`src/rtl/tmr_xint_pkg.sv`:
```
package tmr_xint_pkg;
  localparam int unsigned XCH   = 2;
  localparam int unsigned REG_W = 4 * XCH;
  localparam int unsigned IDX_W = $clog2(REG_W);

  // timer bits occupy the upper half, pin bits the lower half
  function automatic int unsigned tfPos(input int unsigned n);
    return 2 * XCH + 2 * n + 1;
  endfunction
  function automatic int unsigned trPos(input int unsigned n);
    return 2 * XCH + 2 * n;
  endfunction
  function automatic int unsigned iePos(input int unsigned n);
    return 2 * n + 1;
  endfunction
  function automatic int unsigned itPos(input int unsigned n);
    return 2 * n;
  endfunction

  typedef struct packed {
    logic [REG_W-1:0] wrMask;
    logic [REG_W-1:0] wrVal;
    logic [XCH-1:0]   tfSet;
    logic [XCH-1:0]   tfAck;
    logic [XCH-1:0]   ieSet;
    logic [XCH-1:0]   ieAck;
    logic [XCH-1:0]   extAct;
  } strobe_t;
endpackage

```
`src/rtl/tmr_xint_ctrl.sv`:
```
module tmr_xint_ctrl
  import tmr_xint_pkg::*;
#(
  parameter int unsigned SYNC_STAGES = 2
) (
  input  logic             clk,
  input  logic             rstN,
  input  logic             wrByteEn,
  input  logic [REG_W-1:0] wrByteData,
  input  logic             wrBitEn,
  input  logic [IDX_W-1:0] wrBitIdx,
  input  logic             wrBitVal,
  input  logic [XCH-1:0]   tmrOvf,
  input  logic [XCH-1:0]   ackTmr,
  input  logic [XCH-1:0]   ackExt,
  input  logic [XCH-1:0]   xPin,
  input  logic [XCH-1:0]   xActHigh,
  output strobe_t          stb
);
  localparam int unsigned TOP = SYNC_STAGES - 1;

  logic [XCH-1:0][SYNC_STAGES-1:0] syncQ;
  logic [XCH-1:0] actNow;
  logic [XCH-1:0] actPrev;
  logic [XCH-1:0] edgeHit;

  // write decode: byte write has priority over bit write
  always_comb begin
    stb.wrMask = '0;
    stb.wrVal  = '0;
    if (wrByteEn) begin
      stb.wrMask = '1;
      stb.wrVal  = wrByteData;
    end else if (wrBitEn) begin
      stb.wrMask[wrBitIdx] = 1'b1;
      stb.wrVal[wrBitIdx]  = wrBitVal;
    end
  end

  for (genvar n = 0; n < XCH; n++) begin : g_pin
    always_ff @(posedge clk or negedge rstN) begin
      if (!rstN) begin
        syncQ[n] <= '0;
        // starting "active" suppresses a false edge when a pin idles active
        actPrev[n] <= 1'b1;
      end else begin
        syncQ[n] <= {syncQ[n][SYNC_STAGES-2:0], xPin[n]};
        actPrev[n] <= actNow[n];
      end
    end

    assign actNow[n]  = syncQ[n][TOP] ~^ xActHigh[n];
    assign edgeHit[n] = actNow[n] & ~actPrev[n];

    // a detected edge cannot repeat on the very next cycle
    a_r7_edge_single: assert property (@(posedge clk) disable iff (!rstN)
      edgeHit[n] |=> !edgeHit[n]);
  end

  assign stb.tfSet  = tmrOvf;
  assign stb.tfAck  = ackTmr;
  assign stb.ieSet  = edgeHit;
  assign stb.ieAck  = ackExt;
  assign stb.extAct = actNow;
endmodule

```
`src/rtl/tmr_xint_dp.sv`:
```
module tmr_xint_dp
  import tmr_xint_pkg::*;
(
  input  logic             clk,
  input  logic             rstN,
  input  strobe_t          stb,
  output logic [REG_W-1:0] rdData,
  output logic [XCH-1:0]   tmrRun,
  output logic [XCH-1:0]   tmrFlag,
  output logic [XCH-1:0]   extFlag
);
  logic [XCH-1:0] tfQ, trQ, ieQ, itQ;
  logic [XCH-1:0] itNext, ieVis;

  for (genvar n = 0; n < XCH; n++) begin : g_ch
    localparam int unsigned TF = tfPos(n);
    localparam int unsigned TR = trPos(n);
    localparam int unsigned IE = iePos(n);
    localparam int unsigned IT = itPos(n);

    assign itNext[n] = stb.wrMask[IT] ? stb.wrVal[IT] : itQ[n];
    assign ieVis[n]  = itQ[n] ? ieQ[n] : stb.extAct[n];

    always_ff @(posedge clk or negedge rstN) begin
      if (!rstN) begin
        tfQ[n] <= 1'b0;
        trQ[n] <= 1'b0;
        ieQ[n] <= 1'b0;
        itQ[n] <= 1'b0;
      end else begin
        trQ[n] <= stb.wrMask[TR] ? stb.wrVal[TR] : trQ[n];
        itQ[n] <= itNext[n];
        // hardware set > software write > acknowledge
        if (stb.tfSet[n])       tfQ[n] <= 1'b1;
        else if (stb.wrMask[TF]) tfQ[n] <= stb.wrVal[TF];
        else if (stb.tfAck[n])  tfQ[n] <= 1'b0;
        if (!itNext[n])          ieQ[n] <= 1'b0;
        else if (stb.ieSet[n])   ieQ[n] <= 1'b1;
        else if (stb.wrMask[IE]) ieQ[n] <= stb.wrVal[IE];
        else if (stb.ieAck[n])   ieQ[n] <= 1'b0;
      end
    end

    a_r4_ovf_sets: assert property (@(posedge clk) disable iff (!rstN)
      stb.tfSet[n] |=> tfQ[n]);
    a_r5_ack_clears: assert property (@(posedge clk) disable iff (!rstN)
      stb.tfAck[n] && !stb.tfSet[n] && !stb.wrMask[TF] |=> !tfQ[n]);
    a_r6_run_holds: assert property (@(posedge clk) disable iff (!rstN)
      !stb.wrMask[TR] |=> $stable(trQ[n]));
    a_r10_edge_set_wins: assert property (@(posedge clk) disable iff (!rstN)
      stb.ieSet[n] && itQ[n] && !(stb.wrMask[IT] && !stb.wrVal[IT]) |=> ieQ[n]);
    a_r11_level_latch_clear: assert property (@(posedge clk) disable iff (!rstN)
      !itQ[n] && !stb.wrMask[IT] |=> !ieQ[n]);
  end

  always_comb begin
    rdData = '0;
    for (int n = 0; n < XCH; n++) begin
      rdData[tfPos(n)] = tfQ[n];
      rdData[trPos(n)] = trQ[n];
      rdData[iePos(n)] = ieVis[n];
      rdData[itPos(n)] = itQ[n];
    end
  end

  assign tmrRun  = trQ;
  assign tmrFlag = tfQ;
  assign extFlag = ieVis;
endmodule

```
`src/rtl/tmr_xint_ctl.sv`:
```
module tmr_xint_ctl
  import tmr_xint_pkg::*;
#(
  parameter int unsigned SYNC_STAGES = 2
) (
  input  logic         clk,
  input  logic         rstN,
  input  logic         wrByteEn,
  input  logic [7:0]   wrByteData,
  input  logic         wrBitEn,
  input  logic [2:0]   wrBitIdx,
  input  logic         wrBitVal,
  input  logic [1:0]   tmrOvf,
  input  logic [1:0]   ackTmr,
  input  logic [1:0]   ackExt,
  input  logic [1:0]   xPin,
  input  logic [1:0]   xActHigh,
  output logic [7:0]   rdData,
  output logic [1:0]   tmrRun,
  output logic [1:0]   tmrFlag,
  output logic [1:0]   extFlag
);
  strobe_t stb;

  tmr_xint_ctrl #(.SYNC_STAGES(SYNC_STAGES)) ctrl_i (
    .clk(clk), .rstN(rstN),
    .wrByteEn(wrByteEn), .wrByteData(wrByteData),
    .wrBitEn(wrBitEn), .wrBitIdx(wrBitIdx), .wrBitVal(wrBitVal),
    .tmrOvf(tmrOvf), .ackTmr(ackTmr), .ackExt(ackExt),
    .xPin(xPin), .xActHigh(xActHigh),
    .stb(stb)
  );

  tmr_xint_dp dp_i (
    .clk(clk), .rstN(rstN), .stb(stb),
    .rdData(rdData), .tmrRun(tmrRun), .tmrFlag(tmrFlag), .extFlag(extFlag)
  );
endmodule

```
`config.mk`:
```
export PLATFORM = sky130hd
export DESIGN_NAME = tmr_xint_ctl
export DESIGN_NICKNAME = d
export VERILOG_FILES = /design/src/rtl/tmr_xint_pkg.sv /design/src/rtl/tmr_xint_ctrl.sv /design/src/rtl/tmr_xint_dp.sv /design/src/rtl/tmr_xint_ctl.sv
export SDC_FILE = /design/constraint.sdc
export NUM_CORES = 1
export LEC_CHECK = 0
export BUFFER_PORTS_ARGS = -buffer_cell sky130_fd_sc_hd__clkbuf_2
export CORE_MARGIN = 3
export CORE_UTILIZATION = 45
export CTS_BUF_LIST = sky130_fd_sc_hd__clkbuf_4 sky130_fd_sc_hd__clkbuf_8
export CTS_CLUSTER_SIZE = 40
export DETAILED_ROUTE_END_ITERATION = 10
export GPL_TIMING_DRIVEN = 0
export PLACE_DENSITY_LB_ADDON = 0.25
export REMOVE_ABC_BUFFERS = 1
export SLEW_MARGIN = 10
export SYNTH_ARGS = -nofsm -noshare
export SYNTH_HDL_FRONTEND = slang
export SYNTH_SLANG_ARGS = --single-unit
```
`constraint.sdc`:
```
create_clock -name clk -period 3.55 [get_ports clk]
set_clock_uncertainty 0.05 [all_clocks]
set_input_delay 0.355 -clock clk [delete_from_list [all_inputs] [get_ports clk]]
set_output_delay 0.355 -clock clk [all_outputs]
set_load 0.03 [all_outputs]
```
==> results.toml, run 1 <==
[critical_path]
arrival_ns = 1.26
worstPathRequired_ns = 3.14
worstSetupEndpointType = "output port"
r2r_cells = 3
crit_path_start_kind = "register"
reg2reg_to = "dp_i.ieQ[1]$_DFFE_PN0P_"
critical_path_class = "register to output port"
r2r_start = "dp_i.rdData[2]$_DFF_PN0_"
cp_max_fo = 3
reg2reg_slack_ns = 2.31

[worst_hold_path]
whs_path_depth = 1
whs_endpoint = "ctrl_i.syncQ[0]$_DFF_PN0_"
hold_start = "xPin[0]"
hold_path.class = "primary input to register"

[yosys]
yosysUniqueCellTypes = 26
synth_area_um2 = 713
synth_common_cells = "dfrtp_1 (12), nand2_1 (9), buf_4 (6), o21ai_0 (5)"
synth.largest_area_cell = "dfrtp_1"
syn_area_per_cell_um2 = 10.5
synth_warnings = 0
synth_seq_cells = 14
synth_top_area_share_pct = 42.1
async_flop_share_pct = 100
synth_edf_count = 0
ys.flop_type = "dfrtp_1"
syn_inst = 68
synth_top_cells_by_area = "dfrtp_1 (42%), dfstp_2 (7.4%), buf_4 (6.3%)"
yosysMostFrequentCell = "dfrtp_1"
yosysSeqAreaShare_pct = 49.5

[placement]
dp_hpwl_um = 1090
port_buffers = 39
place_ws_ns = 1.90
place.gp.congestion = 0.698

[final_layout]
ff_latch_area_um2 = 353
nFillCells = 127
multiInputGateArea_um2 = 304
drive_gt1_share_pct = 44.8
syn_to_final_growth_pct = 29.6
diodes = 0
fin_nets = 132

[floorplanning]
fp.dieArea_mm2 = 0.00210
die_x_um = 45.8
io_pins = 40
die_height_um = 45.8
std_cell_rows = 13
core_area_mm2 = 0.00140
start_util_pct = 51.0

[clocking]
ctsRootBufferMaster = "clkbuf_4"
cts.path.max_buffers = 2
numCtsBuffers = 3
cts.clk_slew.worst_paths_ns = 0.09
cts.sink_count = 14
post_cts_buffers = 0
clkLatencyLatePin_ns = 0.26
htree_levels = 1
cts_tree = "built"

[timing]
finalCritPeriodShare_pct = 47.0
setup_viol = 0
relSlewSlack_pct = 76.0
finalSetupTns_ns = 0
rsz0062_at_grt = "false"
clock.fmax_mhz = 599
final.min_clock_period_ns = 1.67
final-max-slew-violation-count = 0
fin_ws_ns = 1.88
final-hold-violation-count = 0
tightest_slew_ns = 0.360

[job]
maxCapViolations = 0

[detailed_routing]
remaining_drc_errors = 0
antenna_left = 0
vias_per_cell = 4.99
wl_per_cell_um = 11.6
drt-initial-drc-count = 9
num_vias = 599
drt_pass1_iterations = 4
wirelength_um = 1400

[power_and_ir_drop]
p_total_w = 0.000397
power.leakage_nw = 0.465
power_density_mw_per_mm2 = 429
vdd_drop_max_uv = 303

[global_route]
first_global_vias = 520
grt_pass1_wl_um = 2190
grt_max_degree = 17
groute.usage.overall_pct = 14.8
antenna_found_initial = 0
gr-total-overflow = 0

[run_status]
status = "finished, final reports clean"
[metrics by stage]
stage	area, um2	hold WS (ns)	cells	utilization [%]
after floorplan	664	0.00941	61	-
after global placement	878	0.226	115	62.8
after detailed placement	878	0.233	115	62.8
after CTS	925	0.128	120	66.1
after global routing	925	0.108	120	66.1
final	925	0.135	120	66.1
[area by class of cell]
class	count	share of cell area, %
Clock buffer	4	3.92
Inverter	2	0.812
Multi-Input combinational cell	45	32.9
Sequential cell	14	38.2
Tap cell	15	2.03
Timing Repair Buffer	40	22.2
[layer usage]
metal | vias up | wire (um) | GRT usage (%)
met4 | 0 | 14 | 5.11
met2 | 29 | 566 | 23.4
met1 | 256 | 668 | 19.5
li1 | 312 | - | -
met5 | - | 0 | 0
met3 | 2 | 147 | 3.95
[sequential cells by signal, indices dropped and copies added (netlist names)]
name / cells
ctrl_i.actPrev: 2
ctrl_i.syncQ: 4
dp_i.ieQ: 2
dp_i.rdData: 6
[worst max-delay path: stages, from the launching register on]
cell and delay, ns:
dfrtp_1 0.38, xor2_1 0.16, o21ai_0 0.21, clkbuf_2 0.25
[power by group]
part	switching (W)	internal [W]	total, W
combinational	0.0000665	0.0000372	0.000104
sequential	0.00000735	0.000174	0.000182
clock	0.0000490	0.0000622	0.000111
total	0.000123	0.000274	0.000397
[timing repair]
item / in CTS / in global routing
setup endpoints to repair: 0 / 0
resized for setup: 0 / 0
hold buffers: 1 / 0
hold endpoints to repair: 12 / 0
[cells by family (layout without fill, tap and decap cells)]
family	count (synthesis)	count (layout)	synth area share [%]
xor gates and xnor gates	2	2	2.46
AOI/OAI and AO/OA	16	16	14.4
DFF	14	14	49.5
muxes	6	6	8.77
and+or+nand+nor	21	21	17.0
buffers and inverters	9	46	7.89
[how the worst max path moves through the flow]
stage,slack [ns],endpoint,depth (start not counted),startpoint
2_1_floorplan,1.30,extFlag[0],1,dp_i.rdData[0]$_DFF_PN0_
3_3_place_gp,1.90,dp_i.ieQ[1]$_DFFE_PN0P_,5,wrBitIdx[0]
3_5_place_dp,1.90,dp_i.ieQ[1]$_DFFE_PN0P_,5,wrBitIdx[0]
4_1_cts,1.86,extFlag[1],3,ctrl_i.syncQ[3]$_DFF_PN0_
5_1_grt,1.73,rdData[1],3,ctrl_i.syncQ[1]$_DFF_PN0_
6_report,1.88,extFlag[1],3,ctrl_i.syncQ[3]$_DFF_PN0_
[placed cells by master, fill, tap and decap left out, drive strengths merged]
master	synthesis	layout
a21oi	2	2
and2	1	1
and4bb	1	1
clkbuf	1	43
dfrtp	12	12
dfstp	2	2
dlygate4sd3	0	1
inv	2	2
mux2	2	2
mux2i	4	4
nand2	9	9
nand2b	1	1
nand4b	3	3
nor2	3	3
nor2b	1	1
nor3b	1	1
nor4b	1	1
o211ai	4	4
o21a	1	1
o21ai	6	6
o221ai	1	1
o311ai	1	1
o31ai	1	1
xor2	2	2
Power figures use the tool's default switching activity.
==> run 2, diff against run 1 <==
- ABC_AREA: unset -> 1
- clock period: 3.55 -> 1.6 ns (I/O delays scaled with it)
==> run 2 against run 1 <==
Effect of this change:
- setup slack got worse by 1.8 ns
- global-route usage is 0.064 points lower
- critical path depth grew 2
- via count is 32% higher
- highest routed layer unchanged
==> results.toml, run 2 <==
[detailed_routing]
drt-initial-drc-count = 18
wl_per_cell_um = 9.56
wirelength_um = 1660
antenna_left = 0
drt_pass1_iterations = 4
remaining_drc_errors = 0
num_vias = 792
vias_per_cell = 4.55

[final_layout]
nFillCells = 140
fin_cells = 174
final_common_cell = "clkbuf_2"
syn_to_final_growth_pct = 29.0
diodes = 0
drive_gt1_share_pct = 34.7
largest_register_ffs = 6
finish.utilization_pct = 65.7
final_cell_mix = "clkbuf_2 (36), nand2_1 (34), inv_1 (16)"
fin_nets = 177
final_area_mm2 = 0.00105

[clocking]
numCtsBuffers = 3
cts.path.max_buffers = 2
clkLatencyLatePin_ns = 0.28
cts.clk_slew.worst_paths_ns = 0.10
ctsRootBufferMaster = "clkbuf_4"
cts.sink_count = 14
htree_levels = 1
cts_tree = "built"

[timing]
finalCritPeriodShare_pct = 96.1
final-hold-violation-count = 0
setup_viol = 0
rsz0062_at_grt = "true"
final.min_clock_period_ns = 1.54
relSlewSlack_pct = 76.6
tightest_slew_ns = 0.351
final-max-slew-violation-count = 0
clock.fmax_mhz = 650

[power_and_ir_drop]
power_density_mw_per_mm2 = 879
vdd_drop_max_uv = 770
power.leakage_nw = 0.591

[floorplanning]
die_height_um = 48.5
die_x_um = 48.5
fp.dieArea_mm2 = 0.00235
start_util_pct = 50.9
std_cell_rows = 14
core_area_mm2 = 0.00159
io_pins = 40

[yosys]
synth_edf_count = 0
yosysUniqueCellTypes = 19
synth_top_cells_by_area = "dfrtp_1 (37%), nand2_1 (16%), inv_1 (7.4%)"
syn_inst = 111
ys.flop_type = "dfrtp_1"
synth_area_um2 = 812
syn_area_per_cell_um2 = 7.32
synth_warnings = 0
synth_common_cells = "nand2_1 (34), inv_1 (16), nor2_1 (14), dfrtp_1 (12), buf_4 (6)"
yosysMostFrequentCell = "nand2_1"
async_flop_share_pct = 100
synth_top_area_share_pct = 37.0
synth.largest_area_cell = "dfrtp_1"
yosysSeqAreaShare_pct = 43.5
synth_seq_cells = 14

[placement]
dp_hpwl_um = 1290
dp.cells = 167
place.gp.congestion = 0.787
placed_area_um2 = 981
port_buffers = 39

[worst_hold_path]
hold_path.class = "primary input to register"

[critical_path]
crit_path_start_kind = "register"
arrival_ns = 1.33
worstSetupEndpointType = "output port"
cp_max_fo = 2
crit_path_top_delay_cell = "dfrtp_1"
max_stage_delay_ns = 0.39
worstPathRequired_ns = 1.39
critical_path_class = "register to output port"
reg2reg_slack_ns = 0.63
path_cells = "nand2_1 -> and2_1 -> nor2_1 -> a21oi_1 -> buf_2"

[global_route]
antenna_found_initial = 0
groute.usage.overall_pct = 14.7
first_global_vias = 655
grt_pass1_wl_um = 2730
gr-total-overflow = 0
grt_max_degree = 15

[run_status]
status = "finished, final reports clean"

[job]
maxCapViolations = 0
## run 2: cell count changes after synthesis, moves of 2 or more
cell,change
nand3b_1,+2
xor2_1,-2
mux2i_1,-4
and2_1,+2
inv_1,+14
nand2_1,+25
nand4b_1,-3
nor2_1,+11
nand3_1,+5
nand2_2,+2
a21oi_1,+2
o21ai_0,-4
nor2_2,+2
## run 2: kinds of logic (layout without fill, tap and decap cells)
kind of cell | Yosys count | in the layout | synth area share [%]
AO/OA/AOI/OAI | 10 | 10 | 7.86
AND/OR/NAND/NOR | 63 | 63 | 33.9
flip-flops | 14 | 14 | 43.5
buffers and inverters | 24 | 63 | 14.8
## run 2: cell type report
| class | instances | area, um2 | share of cell area (%) |
|---|---|---|---|
| multi-input cells | 73 | 339 | 32.4 |
| repair buffers | 42 | 225 | 21.5 |
| well taps | 24 | 30.0 | 2.87 |
| clock buffers | 4 | 36.3 | 3.46 |
| inverters | 17 | 63.8 | 6.09 |
| flip-flops and latches | 14 | 353 | 33.7 |
## run 2: metrics by stage
step | hold WS (ns) | setup slack [ns] | total power (W) | TNS [ns]
5_1_grt | 0.0253 | -0.0113 | 0.000970 | -0.0203
3_5_place_dp | 0.0360 | 0.352 | 0.000660 | 0
4_1_cts | 0.0182 | 0.0295 | 0.000931 | 0
6_report | 0.0250 | 0.0618 | 0.000921 | 0
2_1_floorplan | -0.186 | -0.525 | 0.000563 | -1.31
3_3_place_gp | 0.0346 | 0.402 | 0.000656 | 0
## run 2: path summary, 6_finish.rpt
check	cells after the start	end	startpoint
max reg2reg	4	dp_i.ieQ[0]$_DFFE_PN0P_	ctrl_i.actPrev[0]$_DFF_PN1_
min in group asynchronous	2	dp_i.ieQ[0]$_DFFE_PN0P_	rstN
min reg2reg	0	ctrl_i.syncQ[1]$_DFF_PN0_	ctrl_i.syncQ[0]$_DFF_PN0_
max	5	rdData[3]	ctrl_i.syncQ[3]$_DFF_PN0_
max in group asynchronous	2	ctrl_i.actPrev[1]$_DFF_PN1_	rstN
min	3	dp_i.rdData[5]$_DFFE_PN0P_	tmrOvf[0]
## run 2: power by group
part,switching (W),internal (W)
clock network,0.000125,0.000139
logic,0.000172,0.0000866
registers,0.0000134,0.000385
## run 2: critical path, delay by kind of cell (launching register included)
kind / cells / cell delay, ns
flops: 1 / 0.39
compound gates: 1 / 0.13
buf+inv: 1 / 0.22
simple gates: 3 / 0.31
## run 2: repair_timing
action / CTS / global route
endpoints found under the setup margin: 0 / 3
setup buffers: 0 / 0
hold endpoints to repair: 15 / 0
hold buffers: 3 / 0
resized for setup: 0 / 3
## run 2: layer usage
layer  wire length, um  global-route usage, %
met3               138                   4.60
met5                 0                      0
met4                25                   7.11
met2               763                   22.2
met1               736                   19.2
==> run 3, diff against run 2 <==
- SYNTH_HIERARCHICAL: unset -> 1
==> run 3 against run 2 <==
Effect of this change:
- fmax is 2.8% higher
- hold slack worse by 0.014 ns
- core utilization fell by 4.6 points
- sequential share of layout area decreased by 2.0 points
- first-iteration DRC count increased by 17%
- critical endpoint is now extFlag[1]
- largest cell class is now multi-input combinational cells
==> results.toml, run 3 <==
[run_status]
status = "finished, final reports clean"

[final_layout]
drive_gt1_share_pct = 36.0
final_area_mm2 = 0.00111
diodes = 0
largest_register_ffs = 6
final_cell_mix = "nand2_1 (51), clkbuf_2 (37), inv_1 (15)"
final_common_cell = "nand2_1"
fin_nets = 191
syn_to_final_growth_pct = 20.8

[yosys]
synth_top_cells_by_area = "dfrtp_1 (33%), nand2_1 (21%), buf_4 (9.8%)"
synth-compound-area-share_pct = 6.79
synthXorXnorAreaFrac_pct = 0
yosys.area_share.simple_pct = 36.1
synth.largest_area_cell = "dfrtp_1"
synth_edf_count = 0
synth_area_um2 = 921
syn_inst = 131
yosysUniqueCellTypes = 18
yosysSeqAreaShare_pct = 38.3
synth_common_cells = "nand2_1 (51), inv_1 (15), buf_4 (12), dfrtp_1 (12), nand3_1 (9)"
yosysMostFrequentCell = "nand2_1"
synth_warnings = 6
synthMuxAreaShare_pct = 0
async_flop_share_pct = 100
syn_area_per_cell_um2 = 7.03
ys.flop_type = "dfrtp_1"
synth_top_area_share_pct = 32.6
synth_top_family_by_area = "simple AND/OR/NAND/NOR gates"
synth_seq_cells = 14
synth_fa_ha_area_share_pct = 0

[power_and_ir_drop]
swShare_pct = 33.8
cell_internal_pwr_w = 0.000610
vdd_drop_max_uv = 506
p_seq_share_pct = 43.4
power.leakage_nw = 0.663
power_density_mw_per_mm2 = 828
switching_power_w = 0.000311
pwr-share-comb_pct = 29.0
power.share.clock_pct = 27.6

[floorplanning]
io_pins = 40
std_cell_rows = 15
fp.dieArea_mm2 = 0.00263
die_x_um = 51.2
start_util_pct = 50.6
core_area_mm2 = 0.00182
die_height_um = 51.2

[clocking]
cts.clk_slew.worst_paths_ns = 0.09
clkLatencyLatePin_ns = 0.28
cts.path.max_buffers = 2
numCtsBuffers = 3
post_cts_buffers = 0
ctsRootBufferMaster = "clkbuf_4"
htree_levels = 1
cts_tree = "built"
cts.sink_count = 14

[detailed_routing]
wirelength_um = 1820
vias_per_cell = 4.48
wl_per_cell_um = 9.65
num_vias = 847
drt-initial-drc-count = 21
drt_pass1_iterations = 5
remaining_drc_errors = 0
antenna_left = 0

[timing]
fin_ws_ns = 0.104
tightest_slew_ns = 0.362
setup_viol = 0
clock.fmax_mhz = 669
final.min_clock_period_ns = 1.50
final-max-slew-violation-count = 0
final-hold-violation-count = 0
rsz0062_at_grt = "false"
finalCritPeriodShare_pct = 93.5
finalSetupTns_ns = 0
relSlewSlack_pct = 75.8

[global_route]
antenna_found_initial = 0
first_global_vias = 747
groute.usage.overall_pct = 15.0
grt_pass1_wl_um = 3000
grt_max_degree = 15
gr-total-overflow = 0

[critical_path]
worstSetupEndpointType = "output port"
critical_path_class = "register to output port"
arrival_ns = 1.29
cp_max_fo = 2
cp_common_cell = "nand2_1"
path_cells = "or2_1 -> nand2_1 -> nand2_1 -> nand2_1 -> clkbuf_2"
worstPathRequired_ns = 1.39
critPathTopFamily = "simple AND/OR/NAND/NOR gates"
crit_path_top_delay_cell = "dfrtp_1"
crit_path_start_kind = "register"
reg2reg_slack_ns = 0.55
max_stage_delay_ns = 0.38
cp_num_buf_inv = 1

[worst_hold_path]
hold_path.class = "primary input to register"

[placement]
placed_area_mm2 = 0.00105
dp_hpwl_um = 1440
place_ws_ns = 0.389
place.gp.congestion = 0.783
port_buffers = 39

[job]
maxCapViolations = 0
[run 3: changes by cell type after synthesis, moves of 2 or more]
| cell | delta |
|---|---|
| a21oi_1 | +2 |
| and2_1 | -2 |
| buf_4 | +6 |
| inv_2 | +3 |
| nand2_1 | +17 |
| nand2_2 | +2 |
| nand3_1 | +4 |
| nand3b_1 | -2 |
| nor2_1 | -10 |
| o211ai_1 | -4 |
| or2_1 | +2 |
[run 3: layer usage]
| layer | share of wire [%] | GRT usage, % | vias to the layer above |
|---|---|---|---|
| met4 | 0.55 | 3.93 | 0 |
| li1 | - | - | 452 |
| met5 | 0 | 0 | - |
| met2 | 47 | 24.2 | 31 |
| met1 | 46 | 20.2 | 362 |
| met3 | 6.2 | 3.50 | 2 |
[run 3: layout make-up]
type                    count  area, um2
inverters                  19       71.3
repair buffers             42        225
flip-flops and latches     14        353
clock buffers               4       36.3
multi-input cells          85        395
fillers                   192        708
well taps                  25       31.3
[run 3: repair_timing]
item,in CTS,in global routing
hold endpoints to repair,14,0
endpoints found under the setup margin,0,2
gates resized for setup,0,2
hold buffers,3,0
[run 3: through the flow]
stage | hold slack, ns | std cells | total power [W] | utilization [%]
finish | 0.0114 | 189 | 0.000921 | 61.1
global placement | 0.0301 | 182 | 0.000663 | 57.5
global route | 0.00859 | 189 | 0.000988 | 61.1
floorplan | -0.186 | 118 | 0.000572 | -
detailed placement | 0.0347 | 182 | 0.000670 | 57.5
CTS | 0.00441 | 189 | 0.000935 | 61.1
[run 3: power groups by stage]
stage               logic, W  clock network (W)  registers [W]
finish              0.000267           0.000254       0.000400
global route        0.000294           0.000291       0.000403
CTS                 0.000269           0.000265       0.000400
detailed placement  0.000263                  0       0.000407
global placement    0.000258                  0       0.000405
floorplan           0.000121                  0       0.000451
[run 3: worst paths after layout]
check | from | end | depth (start not counted)
setup / recovery | ctrl_i/syncQ[3]$_DFF_PN0_ | extFlag[1] | 5
hold / removal | tmrOvf[1] | dp_i/rdData[7]$_DFFE_PN0P_ | 3
setup reg to reg | ctrl_i/syncQ[1]$_DFF_PN0_ | dp_i/ieQ[0]$_DFFE_PN0P_ | 4
hold reg to reg | ctrl_i/syncQ[0]$_DFF_PN0_ | ctrl_i/syncQ[1]$_DFF_PN0_ | 0
max in group asynchronous | rstN | ctrl_i/actPrev[0]$_DFF_PN1_ | 2
min in group asynchronous | rstN | dp_i/rdData[4]$_DFFE_PN0P_ | 2
[run 3: kinds of logic after synthesis]
kind of cell / Yosys count
compound gates: 11
buf+inv: 32
flops: 14
simple gates: 74
[run 3: worst register-to-register path, stage by stage, from the launching register on]
cell,delay [ns]
dfrtp_1,0.38
or2_1,0.22
a21oi_1,0.15
a21oi_1,0.07
a21oi_2,0.11
